<file path="config.mk">
export PLATFORM = sky130hd
export DESIGN_NAME = esx_ctrl
export DESIGN_NICKNAME = d
export VERILOG_FILES = /design/src/rtl/esx_pkg.sv /design/src/rtl/esx_cond.sv /design/src/rtl/esx_decode.sv /design/src/rtl/esx_psr.sv /design/src/rtl/esx_ctrl.sv
export SDC_FILE = /design/constraint.sdc
export NUM_CORES = 1
export LEC_CHECK = 0
export BUFFER_PORTS_ARGS = -buffer_cell sky130_fd_sc_hd__buf_4
export CAP_MARGIN = 20
export CELL_PAD_IN_SITES_DETAIL_PLACEMENT = 1
export CELL_PAD_IN_SITES_GLOBAL_PLACEMENT = 1
export CORE_MARGIN = 1.5
export CORE_UTILIZATION = 35
export CTS_CLUSTER_DIAMETER = 100
export DETAILED_ROUTE_END_ITERATION = 12
export PLACE_DENSITY = 0.81
export REMOVE_ABC_BUFFERS = 1
export SLEW_MARGIN = 10
export SYNTH_ARGS = -nofsm -noshare
export SYNTH_HDL_FRONTEND = slang
export SYNTH_SLANG_ARGS = --single-unit
</file>
<file path="constraint.sdc">
create_clock -name clk -period 4.75 [get_ports clk]
set_input_delay 0.2375 -clock clk [delete_from_list [all_inputs] [get_ports clk]]
set_output_delay 0.2375 -clock clk [all_outputs]
set_load 0.01 [all_outputs]
</file>
<file path="src/rtl/esx_pkg.sv">
package esx_pkg;
  localparam int unsigned XLEN = 32;
  localparam int unsigned FLAG_HI = 31;
  localparam int unsigned FLAG_LO = 28;
  localparam int unsigned BIT_J = 24;
  localparam int unsigned BIT_I = 7;
  localparam int unsigned BIT_F = 6;
  localparam int unsigned BIT_T = 5;
  localparam int unsigned MODE_W = 5;

  localparam logic [MODE_W-1:0] MODE_IRQ = 5'b10010;
  localparam logic [MODE_W-1:0] MODE_SVC = 5'b10011;

  localparam logic [23:0] SIG_TO_BYTE = 24'h12FFF2;
  localparam logic [23:0] SIG_XCHG    = 24'h12FFF1;
  localparam logic [27:0] SIG_RETURN  = 28'h25EF004;

  localparam logic [XLEN-1:0] STEP_NATIVE = 32'd4;
  localparam logic [XLEN-1:0] STEP_COMP   = 32'd2;
  localparam logic [XLEN-1:0] STEP_BYTE   = 32'd1;
  localparam logic [XLEN-1:0] LR_OFFSET   = 32'd4;

  typedef enum logic [1:0] {
    ST_NATIVE = 2'd0,
    ST_COMP   = 2'd1,
    ST_BYTE   = 2'd2,
    ST_ILLEG  = 2'd3
  } exec_state_e;

  typedef enum logic [1:0] {
    OP_SEQ  = 2'd0,
    OP_SWJ  = 2'd1,
    OP_SWX  = 2'd2,
    OP_RET  = 2'd3
  } op_e;

  typedef struct packed {
    logic [XLEN-1:0] pc;
    logic            lr_we;
    logic [XLEN-1:0] lr;
  } result_t;
endpackage

</file>
<file path="src/rtl/esx_cond.sv">
module esx_cond (
  input  logic [3:0] code,
  input  logic [3:0] nzcv,
  output logic       pass
);
  logic n, z, c, v;
  logic base;

  assign n = nzcv[3];
  assign z = nzcv[2];
  assign c = nzcv[1];
  assign v = nzcv[0];

  // even codes test a predicate, odd codes negate it (except 1110/1111)
  always_comb begin
    unique case (code[3:1])
      3'd0: base = z;
      3'd1: base = c;
      3'd2: base = n;
      3'd3: base = v;
      3'd4: base = c & ~z;
      3'd5: base = (n == v);
      3'd6: base = ~z & (n == v);
      default: base = 1'b1;
    endcase
    if (code == 4'hF)
      pass = 1'b0;
    else if (code == 4'hE)
      pass = 1'b1;
    else
      pass = code[0] ? ~base : base;
  end
endmodule

</file>
<file path="src/rtl/esx_decode.sv">
module esx_decode
  import esx_pkg::*;
(
  input  logic [27:0] body,
  output op_e         op
);
  always_comb begin
    if (body[27:4] == SIG_TO_BYTE)
      op = OP_SWJ;
    else if (body[27:4] == SIG_XCHG)
      op = OP_SWX;
    else if (body == SIG_RETURN)
      op = OP_RET;
    else
      op = OP_SEQ;
  end
endmodule

</file>
<file path="src/rtl/esx_psr.sv">
module esx_psr
  import esx_pkg::*;
#(
  parameter logic [MODE_W-1:0] RESET_MODE = MODE_SVC
) (
  input  logic            clk,
  input  logic            rst_n,
  input  logic            acc,
  input  logic            take_irq,
  input  op_e             op,
  input  logic            pass,
  input  logic            rm_lsb,
  input  logic            flags_we,
  input  logic [3:0]      flags_in,
  output logic [XLEN-1:0] cpsr_q,
  output logic [XLEN-1:0] spsr_q
);
  localparam logic [XLEN-1:0] CPSR_RST = {{(XLEN-MODE_W){1'b0}}, RESET_MODE};

  logic [XLEN-1:0] cpsr_n, spsr_n;

  always_comb begin
    cpsr_n = cpsr_q;
    spsr_n = spsr_q;
    if (acc) begin
      if (take_irq) begin
        spsr_n = cpsr_q;
        cpsr_n[BIT_J] = 1'b0;
        cpsr_n[BIT_T] = 1'b0;
        cpsr_n[BIT_I] = 1'b1;
        cpsr_n[MODE_W-1:0] = MODE_IRQ;
      end else if (pass) begin
        unique case (op)
          OP_SWJ: begin
            cpsr_n[BIT_J] = 1'b1;
            cpsr_n[BIT_T] = 1'b0;
          end
          OP_SWX: begin
            cpsr_n[BIT_J] = 1'b0;
            cpsr_n[BIT_T] = rm_lsb;
          end
          OP_RET: cpsr_n = spsr_q;
          default: ;
        endcase
      end
    end else if (flags_we) begin
      cpsr_n[FLAG_HI:FLAG_LO] = flags_in;
    end
  end

  always_ff @(posedge clk) begin
    if (!rst_n) begin
      cpsr_q <= CPSR_RST;
      spsr_q <= '0;
    end else begin
      cpsr_q <= cpsr_n;
      spsr_q <= spsr_n;
    end
  end

  AST_STATE_LEGAL: assert property (@(posedge clk) disable iff (!rst_n)
    !(cpsr_q[BIT_J] && cpsr_q[BIT_T]));

  AST_ENTRY_SAVE: assert property (@(posedge clk) disable iff (!rst_n)
    (acc && take_irq) |=> (spsr_q == $past(cpsr_q)));

  AST_ENTRY_MODE: assert property (@(posedge clk) disable iff (!rst_n)
    (acc && take_irq) |=> (cpsr_q[BIT_I] && !cpsr_q[BIT_J] && !cpsr_q[BIT_T]
                           && cpsr_q[MODE_W-1:0] == MODE_IRQ));

  AST_RETURN_RESTORE: assert property (@(posedge clk) disable iff (!rst_n)
    (acc && !take_irq && pass && op == OP_RET) |=> (cpsr_q == $past(spsr_q)));

  AST_FLAG_LOAD: assert property (@(posedge clk) disable iff (!rst_n)
    (!acc && flags_we) |=> (cpsr_q[FLAG_HI:FLAG_LO] == $past(flags_in)));
endmodule

</file>
<file path="src/rtl/esx_ctrl.sv">
module esx_ctrl
  import esx_pkg::*;
#(
  parameter logic [XLEN-1:0]   IRQ_VEC    = 32'h0000_0018,
  parameter logic [MODE_W-1:0] RESET_MODE = MODE_SVC
) (
  input  logic            clk,
  input  logic            rst_n,
  input  logic            insn_valid,
  output logic            insn_ready,
  input  logic [XLEN-1:0] insn,
  input  logic [XLEN-1:0] pc_cur,
  input  logic [XLEN-1:0] rm_val,
  input  logic [XLEN-1:0] lr_val,
  input  logic            irq,
  input  logic            flags_we,
  input  logic [3:0]      flags_in,
  output logic            res_valid,
  input  logic            res_ready,
  output logic [XLEN-1:0] res_pc,
  output logic            res_lr_we,
  output logic [XLEN-1:0] res_lr_data,
  output logic [XLEN-1:0] cpsr,
  output logic [XLEN-1:0] spsr,
  output logic [1:0]      exec_state
);
  op_e             op;
  logic            pass;
  logic            acc;
  logic            take_irq;
  logic [XLEN-1:0] step;
  exec_state_e     st;
  result_t         nxt, res_q;

  esx_decode u_dec (
    .body (insn[27:0]),
    .op   (op)
  );

  esx_cond u_cond (
    .code (insn[31:28]),
    .nzcv (cpsr[FLAG_HI:FLAG_LO]),
    .pass (pass)
  );

  esx_psr #(.RESET_MODE(RESET_MODE)) u_psr (
    .clk      (clk),
    .rst_n    (rst_n),
    .acc      (acc),
    .take_irq (take_irq),
    .op       (op),
    .pass     (pass),
    .rm_lsb   (rm_val[0]),
    .flags_we (flags_we),
    .flags_in (flags_in),
    .cpsr_q   (cpsr),
    .spsr_q   (spsr)
  );

  assign insn_ready = !res_valid || res_ready;
  assign acc        = insn_valid && insn_ready;
  assign take_irq   = irq && !cpsr[BIT_I];

  always_comb begin
    unique case ({cpsr[BIT_J], cpsr[BIT_T]})
      2'b00:   st = ST_NATIVE;
      2'b01:   st = ST_COMP;
      2'b10:   st = ST_BYTE;
      default: st = ST_ILLEG;
    endcase
  end
  assign exec_state = st;

  always_comb begin
    unique case (st)
      ST_COMP: step = STEP_COMP;
      ST_BYTE: step = STEP_BYTE;
      default: step = STEP_NATIVE;
    endcase
  end

  always_comb begin
    nxt.pc    = pc_cur + step;
    nxt.lr_we = 1'b0;
    nxt.lr    = '0;
    if (take_irq) begin
      nxt.pc    = IRQ_VEC;
      nxt.lr_we = 1'b1;
      nxt.lr    = pc_cur + LR_OFFSET;
    end else if (pass) begin
      unique case (op)
        OP_SWJ:  nxt.pc = rm_val;
        OP_SWX:  nxt.pc = {rm_val[XLEN-1:1], 1'b0};
        OP_RET:  nxt.pc = lr_val - LR_OFFSET;
        default: ;
      endcase
    end
  end

  always_ff @(posedge clk) begin
    if (!rst_n) begin
      res_valid <= 1'b0;
      res_q     <= '0;
    end else if (acc) begin
      res_valid <= 1'b1;
      res_q     <= nxt;
    end else if (res_ready) begin
      res_valid <= 1'b0;
    end
  end

  assign res_pc      = res_q.pc;
  assign res_lr_we   = res_q.lr_we;
  assign res_lr_data = res_q.lr;

  AST_HOLD_STALL: assert property (@(posedge clk) disable iff (!rst_n)
    (res_valid && !res_ready) |=> (res_valid && $stable(res_pc)
                                   && $stable(res_lr_we) && $stable(res_lr_data)));

  AST_SWITCH_TARGET: assert property (@(posedge clk) disable iff (!rst_n)
    (acc && !take_irq && pass && op == OP_SWJ) |=> (res_pc == $past(rm_val)
                                                    && exec_state == 2'd2));

  AST_ALWAYS_CODE: assert property (@(posedge clk) disable iff (!rst_n)
    (acc && !take_irq && insn[31:28] == 4'hE && op == OP_SWJ) |=> cpsr[BIT_J]);

  AST_RETURN_PC: assert property (@(posedge clk) disable iff (!rst_n)
    (acc && !take_irq && pass && op == OP_RET) |=> (res_pc == $past(lr_val) - LR_OFFSET
                                                    && !res_lr_we));

  AST_IRQ_MASKED: assert property (@(posedge clk) disable iff (!rst_n)
    (acc && cpsr[BIT_I]) |=> !res_lr_we);
endmodule

</file>
==> impl_metrics.yaml, run 1 <==
outcome:
  outcome: "completed"
placement:
  place_hpwl_um: 20300
  dpl_cell_area_sq_um: 9630
  place_congestion: 0.885
  portBuffers: 270
  pre_cts_slack_ns: 1.90
pwr:
  peakVddDrop_v: 0.000161
  power.static_leakage_uw: 0.00436
  p_per_area_nw_per_um2: 287
floorplanning:
  rows: 52
  core_area_sq_um: 20500
  dieWidth_um: 148
  dieArea_sq_um: 22000
  fp.dieH_um: 148
  pin_count: 271
  start_util_pct: 36.0
clock_network:
  path_clk_slew_ns: 0.07
  cts_hold_buffers: 0
  post_cts_resized: 0
  numCtsBuffers: 17
  cts_tree: "built"
  cts_max_level: 4
  root_buffer: "clkbuf_16"
  cts_setup_buffers: 0
  clock_sinks: 130
  clk_path_buf_depth: 2
  clkLatencyLatePin_ns: 0.42
min_path:
  whs_endpoint: "res_valid$_SDFFE_PN0P_"
  min_delay_path_depth: 3
  hold_class: "in -> reg"
  hp-start: "insn_valid"
setup_path:
  r2r_slack_ns: 1.76
  critPathTopFamily: "simple AND/OR/NAND/NOR gates"
  timing.rr.start: "u_psr.cpsr_q[5]$_SDFFE_PN0P_"
  path_cells: "inv_1 > ha_1 > ha_1 > a21oi_1 > nor4_1 > nand3_1 > xor2_1 > nand2_1 > a32o_1"
  worstSetupPathType: "reg -> reg"
  critPathLaunchType: "flop"
  worst_r2r_endpoint: "res_pc[14]$_SDFFE_PN0P_"
  slowest_stage: "nor4_1"
  cp_common_cell: "ha_1"
  slowest_delay_ns: 0.73
  path_buf_inv: 1
  reg2regPathDepth: 9
  crit_cells: 9
  endpoint_kind: "flop"
  required_ns: 5.06
  cp_max_fo: 6
  worstPathArrival_ns: 3.30
synth:
  ys.warnings.count: 0
  async_flop_share_pct: 0
  synth_xor_area_share_pct: 10.2
  ys_top_cells_by_count: "dfxtp_1, nand2_1, nor2b_1"
  seq_area_frac_synth_pct: 35.2
  synthMostInstantiatedCell: "dfxtp_1"
  synth.area.mux_share_pct: 3.66
  synth-simple-area-share_pct: 25.9
  synth_top_family_by_area: "simple AND/OR/NAND/NOR gates"
  ys.flop_type: "dfxtp_1"
  yosysUniqueCellTypes: 64
  netlist_area_sq_um: 7380
  ys_seq_elements: 130
  netlist.area_leader.share_pct: 35.2
  netlist_instances: 866
  synth_compound_area_share_pct: 18.8
  synthAdderAreaFrac_pct: 1.80
  synth_top_area_cell: "dfxtp_1"
  synthTopCellsByArea: "dfxtp_1, nand2_1, xor2_1, xnor2_1, nor2b_1"
  synth_edf_count: 0
  avgSynthCellArea_sq_um: 8.53
timing:
  worst_slew_pin_slew_ns: 0.857
  relSlewSlack_pct: 42.3
  fin_ws_ns: 1.76
  max_freq_mhz: 335
  drv_slew: 0
  rsz0062_at_grt: "no"
  finalClockSkew_ns: 0.0113
  setup_viol: 0
  finalHoldViolCount: 0
  layout_min_cycle_time_ns: 2.99
  period_share_pct: 62.9
global_route:
  grt_max_degree: 84
  overflow: 0
  groute.usage.overall_pct: 24.3
  grt_pass1_vias: 7677
  grt_pass1_wl_um: 42200
  antenna_found_initial: 1
run:
  maxCapViolCount: 0
cells_and_area:
  area_growth_pct: 38.7
  design_area_sq_um: 10200
  drive_above_1_share_pct: 29.4
  nets: 1255
drt:
  finalWirelength_um: 27100
  num_vias: 7594
  ant_nets: 0
  post_drt_via_cell_ratio: 5.46
  wl_per_cell_um: 19.5
  drt-initial-drc-count: 392
  first_pass_iters: 7
  drc: 0
worst min-delay path: cells and delay by family:
family | cells | cell delay, ns
buffers and inverters | 2 | 0.17
AOI/OAI and AO/OA | 1 | 0.07
layer usage:
metal / global-route usage [%] / vias to the layer above / wire [um]
li1: - / 3610 / -
met1: 30.7 / 3683 / 11700
met2: 40.5 / 249 / 13100
met3: 5.18 / 52 / 1410
met4: 9.36 / 0 / 895
met5: 0 / - / 0
where the power goes:
| group | total (uW) | internal (uW) | switching [uW] |
|---|---|---|---|
| Clock | 1360 | 833 | 530 |
| Combinational | 425 | 200 | 226 |
| Sequential | 1150 | 1120 | 24.1 |
| Total | 2930 | 2150 | 780 |
metrics by stage:
step | TNS, ns | hold slack, ns | instances | util, % | power (uW)
2_1_floorplan | -6.27 | 0.311 | 808 | - | 1340
3_5_place_dp | 0 | 0.449 | 1358 | 47.0 | 1590
5_1_grt | 0 | 0.112 | 1390 | 50.0 | 3040
6_report | 0 | 0.107 | 1390 | 50.0 | 2930
4_1_cts | 0 | 0.0936 | 1389 | 50.0 | 2960
3_3_place_gp | 0 | 0.437 | 1358 | 47.0 | 1580
state kept, by name, summed over array words and instances (netlist names):
name	flops
res_lr_data	32
res_lr_we	1
res_pc	32
res_valid	1
u_psr.cpsr_q	32
u_psr.spsr_q	32
area by class of cell:
type | instances | area [sq um]
diodes | 1 | 2.50
flip-flops and latches | 130 | 2600
well taps | 270 | 338
repair buffers | 280 | 2100
fillers | 2453 | 10300
clock inverters | 14 | 180
multi-input cells | 653 | 4500
clock buffers | 17 | 425
inverters | 25 | 93.8
how the worst max path moves through the flow:
stage	slack, ns	endpoint	startpoint
global placement	2.01	res_pc[24]$_SDFFE_PN0P_	u_psr.cpsr_q[5]$_SDFFE_PN0P_
global route	1.58	res_pc[24]$_SDFFE_PN0P_	u_psr.cpsr_q[5]$_SDFFE_PN0P_
finish	1.76	res_pc[14]$_SDFFE_PN0P_	u_psr.cpsr_q[5]$_SDFFE_PN0P_
detailed placement	1.90	res_pc[24]$_SDFFE_PN0P_	u_psr.cpsr_q[5]$_SDFFE_PN0P_
CTS	1.79	res_pc[14]$_SDFFE_PN0P_	u_psr.cpsr_q[5]$_SDFFE_PN0P_
floorplan	-0.27	res_pc[10]$_SDFFE_PN0P_	insn[3]
logic make-up after synthesis:
logic type / Yosys count
AND/OR/NAND/NOR: 359
AO/OA/AOI/OAI: 171
flip-flops: 130
XOR/XNOR: 86
buffers and inverters: 83
multiplexers: 27
adder cells (fa/ha/maj): 10
placed cells by master, fill, tap and decap left out, drive strengths merged, types with 6 or more instances in the layout:
cell and n:
nand4 24, or3 6, buf 280, and3 9
xnor2 42, nor4b 6, a21oi 11, nor2 30
nor4 18, nor2b 51, mux2i 27, nor3 23
nand2 123, inv 30, a221o 23, xor2 44
o22ai 6, dfxtp 130, clkbuf 17, ha 9
a32o 22, and4 6, and2 6, a21boi 38
a22oi 28, or4 7, or2 6, nand3 32
Power figures use the tool's default switching activity.
==> run 2, diff against run 1 <==
--- a/config.mk
+++ b/config.mk
@@ -5,6 +5,7 @@
 export SDC_FILE = /design/constraint.sdc
 export NUM_CORES = 1
 export LEC_CHECK = 0
+export ABC_AREA = 1
 export BUFFER_PORTS_ARGS = -buffer_cell sky130_fd_sc_hd__buf_4
 export CAP_MARGIN = 20
 export CELL_PAD_IN_SITES_DETAIL_PLACEMENT = 1
@@ -13,7 +14,7 @@
 export CORE_UTILIZATION = 35
 export CTS_CLUSTER_DIAMETER = 100
 export DETAILED_ROUTE_END_ITERATION = 12
-export PLACE_DENSITY = 0.81
+export PLACE_DENSITY = 0.84
 export REMOVE_ABC_BUFFERS = 1
 export SLEW_MARGIN = 10
 export SYNTH_ARGS = -nofsm -noshare
==> constraint.sdc (replaced) <==
create_clock -name clk -period 3.1 [get_ports clk]
set_input_delay 0.155 -clock clk [delete_from_list [all_inputs] [get_ports clk]]
set_output_delay 0.155 -clock clk [all_outputs]
set_load 0.01 [all_outputs]
==> run 2 against run 1 <==
- synthesized cell count rose by 44%
- area after synthesis rose by 8.6%
- sequential power rose by 57%
- worst hold slack got worse by 0.091 ns
- worst setup slack got worse by 1.2 ns
==> impl_metrics.yaml, run 2 <==
outcome:
  outcome: "completed"
clock_network:
  cts_max_level: 4
  root_buffer: "clkbuf_16"
  cts_setup_buffers: 0
  numCtsBuffers: 17
  clock_sinks: 130
  clkLatencyLatePin_ns: 0.43
  cts_tree: "built"
  cts_hold_buffers: 0
  path_clk_slew_ns: 0.07
  clk_path_buf_depth: 2
  post_cts_resized: 0
timing:
  hold-worst-slack_ns: 0.0158
  finalHoldViolCount: 0
  relSlewSlack_pct: 38.4
  drv_slew: 0
  max_freq_mhz: 388
  worst_slew_pin_slew_ns: 0.922
  setup_viol: 0
  rsz0062_at_grt: "no"
  period_share_pct: 83.2
  layout_min_cycle_time_ns: 2.58
  finalClockSkew_ns: 0.00877
synth:
  avgSynthCellArea_sq_um: 6.43
  netlist_area_sq_um: 8020
  ys.warnings.count: 0
  netlist.area_leader.share_pct: 32.4
  synth_top_family_by_area: "simple AND/OR/NAND/NOR gates"
  synthTopCellsByArea: "dfxtp_1, nand2_1, a21oi_1, nand3_1, nor2_1"
  seq_area_frac_synth_pct: 32.4
  yosysUniqueCellTypes: 45
  synth_xor_area_share_pct: 4.15
  ys_seq_elements: 130
  synth_top_area_cell: "dfxtp_1"
  ys_top_cells_by_count: "nand2_1, a21oi_1, dfxtp_1"
  synth_compound_area_share_pct: 16.1
  synthAdderAreaFrac_pct: 1.65
  async_flop_share_pct: 0
  synth_edf_count: 0
  synthMostInstantiatedCell: "nand2_1"
  synth.area.mux_share_pct: 0
  synth-simple-area-share_pct: 36.5
  netlist_instances: 1248
  ys.flop_type: "dfxtp_1"
placement:
  dpl_cell_area_sq_um: 10200
  place_inst: 1764
  place_congestion: 0.923
  portBuffers: 270
  place_hpwl_um: 24500
cells_and_area:
  drive_above_1_share_pct: 25.7
  multi_input_area_sq_um: 4690
  final_cells: 1796
  nFillCells: 3021
  final_common_cell: "nand2_1"
  seq_area_sq_um: 2600
  nets: 1646
  final_cell_mix: "nand2_1, buf_4, a21oi_1"
  design_area_sq_um: 10800
  antenna_cells: 0
  area_growth_pct: 34.9
floorplanning:
  dieWidth_um: 154
  core_area_sq_um: 22600
  rows: 55
  fp.dieH_um: 154
  start_util_pct: 35.5
  pin_count: 271
  dieArea_sq_um: 23800
setup_path:
  slowest_stage: "dfxtp_1"
  critPathLaunchType: "flop"
  cp_common_cell: "nand2_1"
  worstPathArrival_ns: 2.94
  path_cells: "inv_1 > ha_1 > ha_1 > nand3_1 > nand3_1 > nand2_1 > nor2_1 > nand3_1 > xor2_1 > nand2_1 > nand2_1 > nand2_1 > a21oi_2"
  required_ns: 3.46
  worstSetupPathType: "reg -> reg"
  endpoint_kind: "flop"
  slowest_delay_ns: 0.39
  cp_max_fo: 6
global_route:
  grt_max_degree: 85
  groute.usage.overall_pct: 26.1
  grt_pass1_vias: 9424
  overflow: 0
  antenna_found_initial: 0
  grt_pass1_wl_um: 48900
drt:
  finalWirelength_um: 31400
  first_pass_iters: 5
  num_vias: 9366
  wl_per_cell_um: 17.5
  drc: 0
  drt-initial-drc-count: 430
  post_drt_via_cell_ratio: 5.21
  ant_nets: 0
min_path:
  hold_class: "in -> reg"
run:
  maxCapViolCount: 0
pwr:
  pwr-share-comb_pct: 17.5
  p_per_area_nw_per_um2: 431
  p_sw_uw: 1420
  seq_power_share_pct: 38.7
  power.static_leakage_uw: 0.00481
  power_uw: 4670
  p_int_uw: 3240
  p_clk_share_pct: 43.8
  p_sw_share_pct: 30.5
  peakVddDrop_v: 0.000324
==> run 2: cell count changes in the layout (fill, tap and decap cells not counted), moves of 24 or more <==
| cell | before | now |
|---|---|---|
| nand2_1 | 123 | 323 |
| o21ai_0 | 3 | 55 |
| nand3_1 | 32 | 111 |
| xnor2_1 | 42 | 5 |
| mux2i_1 | 26 | 0 |
| a21oi_1 | 11 | 134 |
| nor2_1 | 29 | 119 |
| nor2b_1 | 51 | 0 |
| inv_1 | 25 | 112 |
| o21ai_1 | 2 | 26 |
==> run 2: path summary, 6_finish.rpt <==
| check | from | endpoint | slack [ns] | cells after the start |
|---|---|---|---|---|
| worst max-delay path | u_psr.cpsr_q[5]$_SDFFE_PN0P_ | res_pc[23]$_SDFFE_PN0P_ | 0.52 | 13 |
| worst min-delay path | res_ready | res_valid$_SDFFE_PN0P_ | 0.02 | 4 |
| worst max register to register | u_psr.cpsr_q[5]$_SDFFE_PN0P_ | res_pc[23]$_SDFFE_PN0P_ | 0.52 | 13 |
| worst min register to register | res_lr_data[21]$_SDFFE_PN0P_ | res_lr_data[21]$_SDFFE_PN0P_ | 0.47 | 2 |
==> run 2: cells by family (layout without fill, tap and decap cells) <==
family,count (synthesis),count (layout)
buf+inv,178,441
fa+ha+maj,10,10
simple gates,650,650
flops,130,130
compound gates,242,242
xor+xnor,38,38
==> run 2: stage by stage <==
| step | setup slack, ns | utilization, % | TNS, ns |
|---|---|---|---|
| final | 0.520 | 47.9 | 0 |
| after global routing | 0.237 | 47.9 | 0 |
| after CTS | 0.529 | 47.9 | 0 |
| after detailed placement | 0.553 | 45.3 | 0 |
| after global placement | 0.681 | 45.3 | 0 |
| after floorplan | -2.31 | - | -87.25 |
==> run 2: layout make-up <==
| cell class | instances | area share [%] |
|---|---|---|
| Sequential cell | 130 | 24.1 |
| Multi-Input combinational cell | 940 | 43.4 |
| Clock inverter | 15 | 1.54 |
| Inverter | 133 | 4.64 |
| Clock buffer | 17 | 3.93 |
| Timing Repair Buffer | 276 | 19.2 |
| Tap cell | 285 | 3.30 |
==> run 2: worst max-delay path: cells and delay by family (launching register included) <==
kind / cells / cell delay [ns]
and+or+nand+nor: 8 / 1.05
DFF: 1 / 0.39
adders and majority gates: 2 / 0.67
buffers and inverters: 1 / 0.11
AOI/OAI and AO/OA: 1 / 0.11
xor gates and xnor gates: 1 / 0.19
==> run 2: per-layer routing <==
metal  wire length, um  track usage (%)
met1             13400             31.1
met2             15200             45.5
met3              2080             6.95
met4               786             8.38
met5                 0                0
==> run 2: power groups by stage <==
stage	sequential (uW)	clock, uW	combinational, uW
finish	1810	2050	815
global route	1810	2140	893
CTS	1800	2070	818
detailed placement	1840	0	813
global placement	1840	0	792
floorplan	1870	0	330
==> run 3, diff against run 2 <==
==> constraint.sdc (replaced) <==
create_clock -name clk -period 2.65 [get_ports clk]
set_input_delay 0.1325 -clock clk [delete_from_list [all_inputs] [get_ports clk]]
set_output_delay 0.1325 -clock clk [all_outputs]
set_load 0.01 [all_outputs]
==> run 3 against run 2 <==
- sequential cell count did not move
- first-iteration DRC count rose by 10%
- combinational power increased by 19%
- clock-buffer cell count unchanged
- design area up 1.2%
- sequential power up 17%
- via count hardly changed
- global-route usage grew 0.74 points
- sequential share of layout area fell by 0.28 points
- worst hold slack improved by 0.015 ns
- non-clock buffer count is 8 higher
- critical path depth shrank 1
==> impl_metrics.yaml, run 3 (synthesis gave the netlist of run 2 again) <==
cells_and_area:
  final_common_cell: "nand2_1"
  fin_util_pct: 48.5
  nets: 1654
  antenna_cells: 0
  multi_input_area_sq_um: 4740
  area_growth_pct: 36.5
  drive_above_1_share_pct: 26.5
  seq_area_sq_um: 2600
  nFillCells: 3014
  final_cell_mix: "nand2_1, buf_4, a21oi_1"
  final_cells: 1804
global_route:
  groute.usage.overall_pct: 26.8
  grt_pass1_vias: 9520
  overflow: 0
  grt_max_degree: 85
  grt_pass1_wl_um: 50100
  antenna_found_initial: 0
timing:
  period_share_pct: 94.2
  hold-worst-slack_ns: 0.0309
  max_freq_mhz: 401
  fin_ws_ns: 0.154
  finalHoldViolCount: 0
  worst_slew_pin_slew_ns: 0.888
  layout_min_cycle_time_ns: 2.50
  setup_viol: 0
  relSlewSlack_pct: 40.8
  rsz0062_at_grt: "no"
  drv_slew: 0
  setup_tns_ns: 0
  finalClockSkew_ns: 0.0125
placement:
  place_inst: 1768
  place_congestion: 0.924
  place_hpwl_um: 25100
  portBuffers: 270
  pre_cts_slack_ns: 0.0327
floorplanning:
  core_area_sq_um: 22600
  fp.dieH_um: 154
  start_util_pct: 35.5
  dieArea_sq_um: 23800
  rows: 55
  dieWidth_um: 154
  pin_count: 271
setup_path:
  cp_max_fo: 5
  worstPathArrival_ns: 2.85
  critPathLaunchType: "flop"
  worstSetupPathType: "reg -> reg"
  endpoint_kind: "flop"
  required_ns: 3.00
clock_network:
  clock_sinks: 130
  clkLatencyLatePin_ns: 0.43
  cts_max_level: 4
  cts_tree: "built"
  path_clk_slew_ns: 0.06
  clk_path_buf_depth: 2
  numCtsBuffers: 17
  root_buffer: "clkbuf_16"
drt:
  first_pass_iters: 5
  drc: 0
  num_vias: 9370
  drt-initial-drc-count: 474
  post_drt_via_cell_ratio: 5.19
  ant_nets: 0
  finalWirelength_um: 32200
  wl_per_cell_um: 17.8
min_path:
  hold_class: "in -> reg"
pwr:
  p_per_area_nw_per_um2: 500
  peakVddDrop_v: 0.000524
  power.static_leakage_uw: 0.00487
run:
  maxCapViolCount: 0
outcome:
  outcome: "completed"
==> run 3: per-layer routing <==
metal | up-vias | global-route usage (%) | routed length, um
met2 | 263 | 47.3 | 15800
met3 | 50 | 6.64 | 2150
met5 | - | 0 | 0
met4 | 0 | 8.29 | 826
li1 | 4577 | - | -
met1 | 4480 | 32.0 | 13400
==> run 3: worst max-delay path, stage by stage (launching register included) <==
cell and delay (ns):
dfxtp_2 0.37, inv_1 0.10, ha_1 0.31, ha_1 0.34, nand2_1 0.13, a21boi_4 0.28
nand3_4 0.16, nor2_4 0.16, nand2_1 0.08, xor2_1 0.15, a21oi_1 0.14, nand2_1 0.08
a21oi_2 0.11
==> run 3: path summary, 6_finish.rpt <==
kind / from / endpoint / slack [ns] / depth (start not counted)
hold reg to reg: res_lr_data[30]$_SDFFE_PN0P_ / res_lr_data[30]$_SDFFE_PN0P_ / 0.46 / 2
setup / recovery: u_psr.cpsr_q[5]$_SDFFE_PN0P_ / res_pc[24]$_SDFFE_PN0P_ / 0.15 / 12
hold / removal: pc_cur[31] / res_lr_data[31]$_SDFFE_PN0P_ / 0.03 / 4
setup reg to reg: u_psr.cpsr_q[5]$_SDFFE_PN0P_ / res_pc[24]$_SDFFE_PN0P_ / 0.15 / 12
==> run 3: repair_timing <==
item                                    in CTS  in global routing
gates resized for setup                      1                 12
buffers inserted                             0                  1
pin swaps                                    0                  1
endpoints found under the hold margin        3                  0
hold buffers                                 3                  0
endpoints found under the setup margin       1                 16
==> run 3: layout make-up <==
cell class	instances	share of cell area, %
sequential	130	23.8
multi-input combinational	940	43.3
timing repair buffer	284	19.7
clock buffer	17	3.89
inverter	133	4.58
tap	285	3.26
clock inverter	15	1.49
==> run 3: report_power, final <==
part | switching (uW) | total [uW] | internal [uW]
logic | 553 | 971 | 418
registers | 69.4 | 2120 | 2050
clock network | 1050 | 2390 | 1340
==> run 3: stage by stage <==
step,instance area (sq um),power [uW]
after detailed placement,10300,3110
after CTS,10900,5500
after floorplan,7790,2570
after global placement,10300,3080
after global routing,10900,5690
final,10900,5480
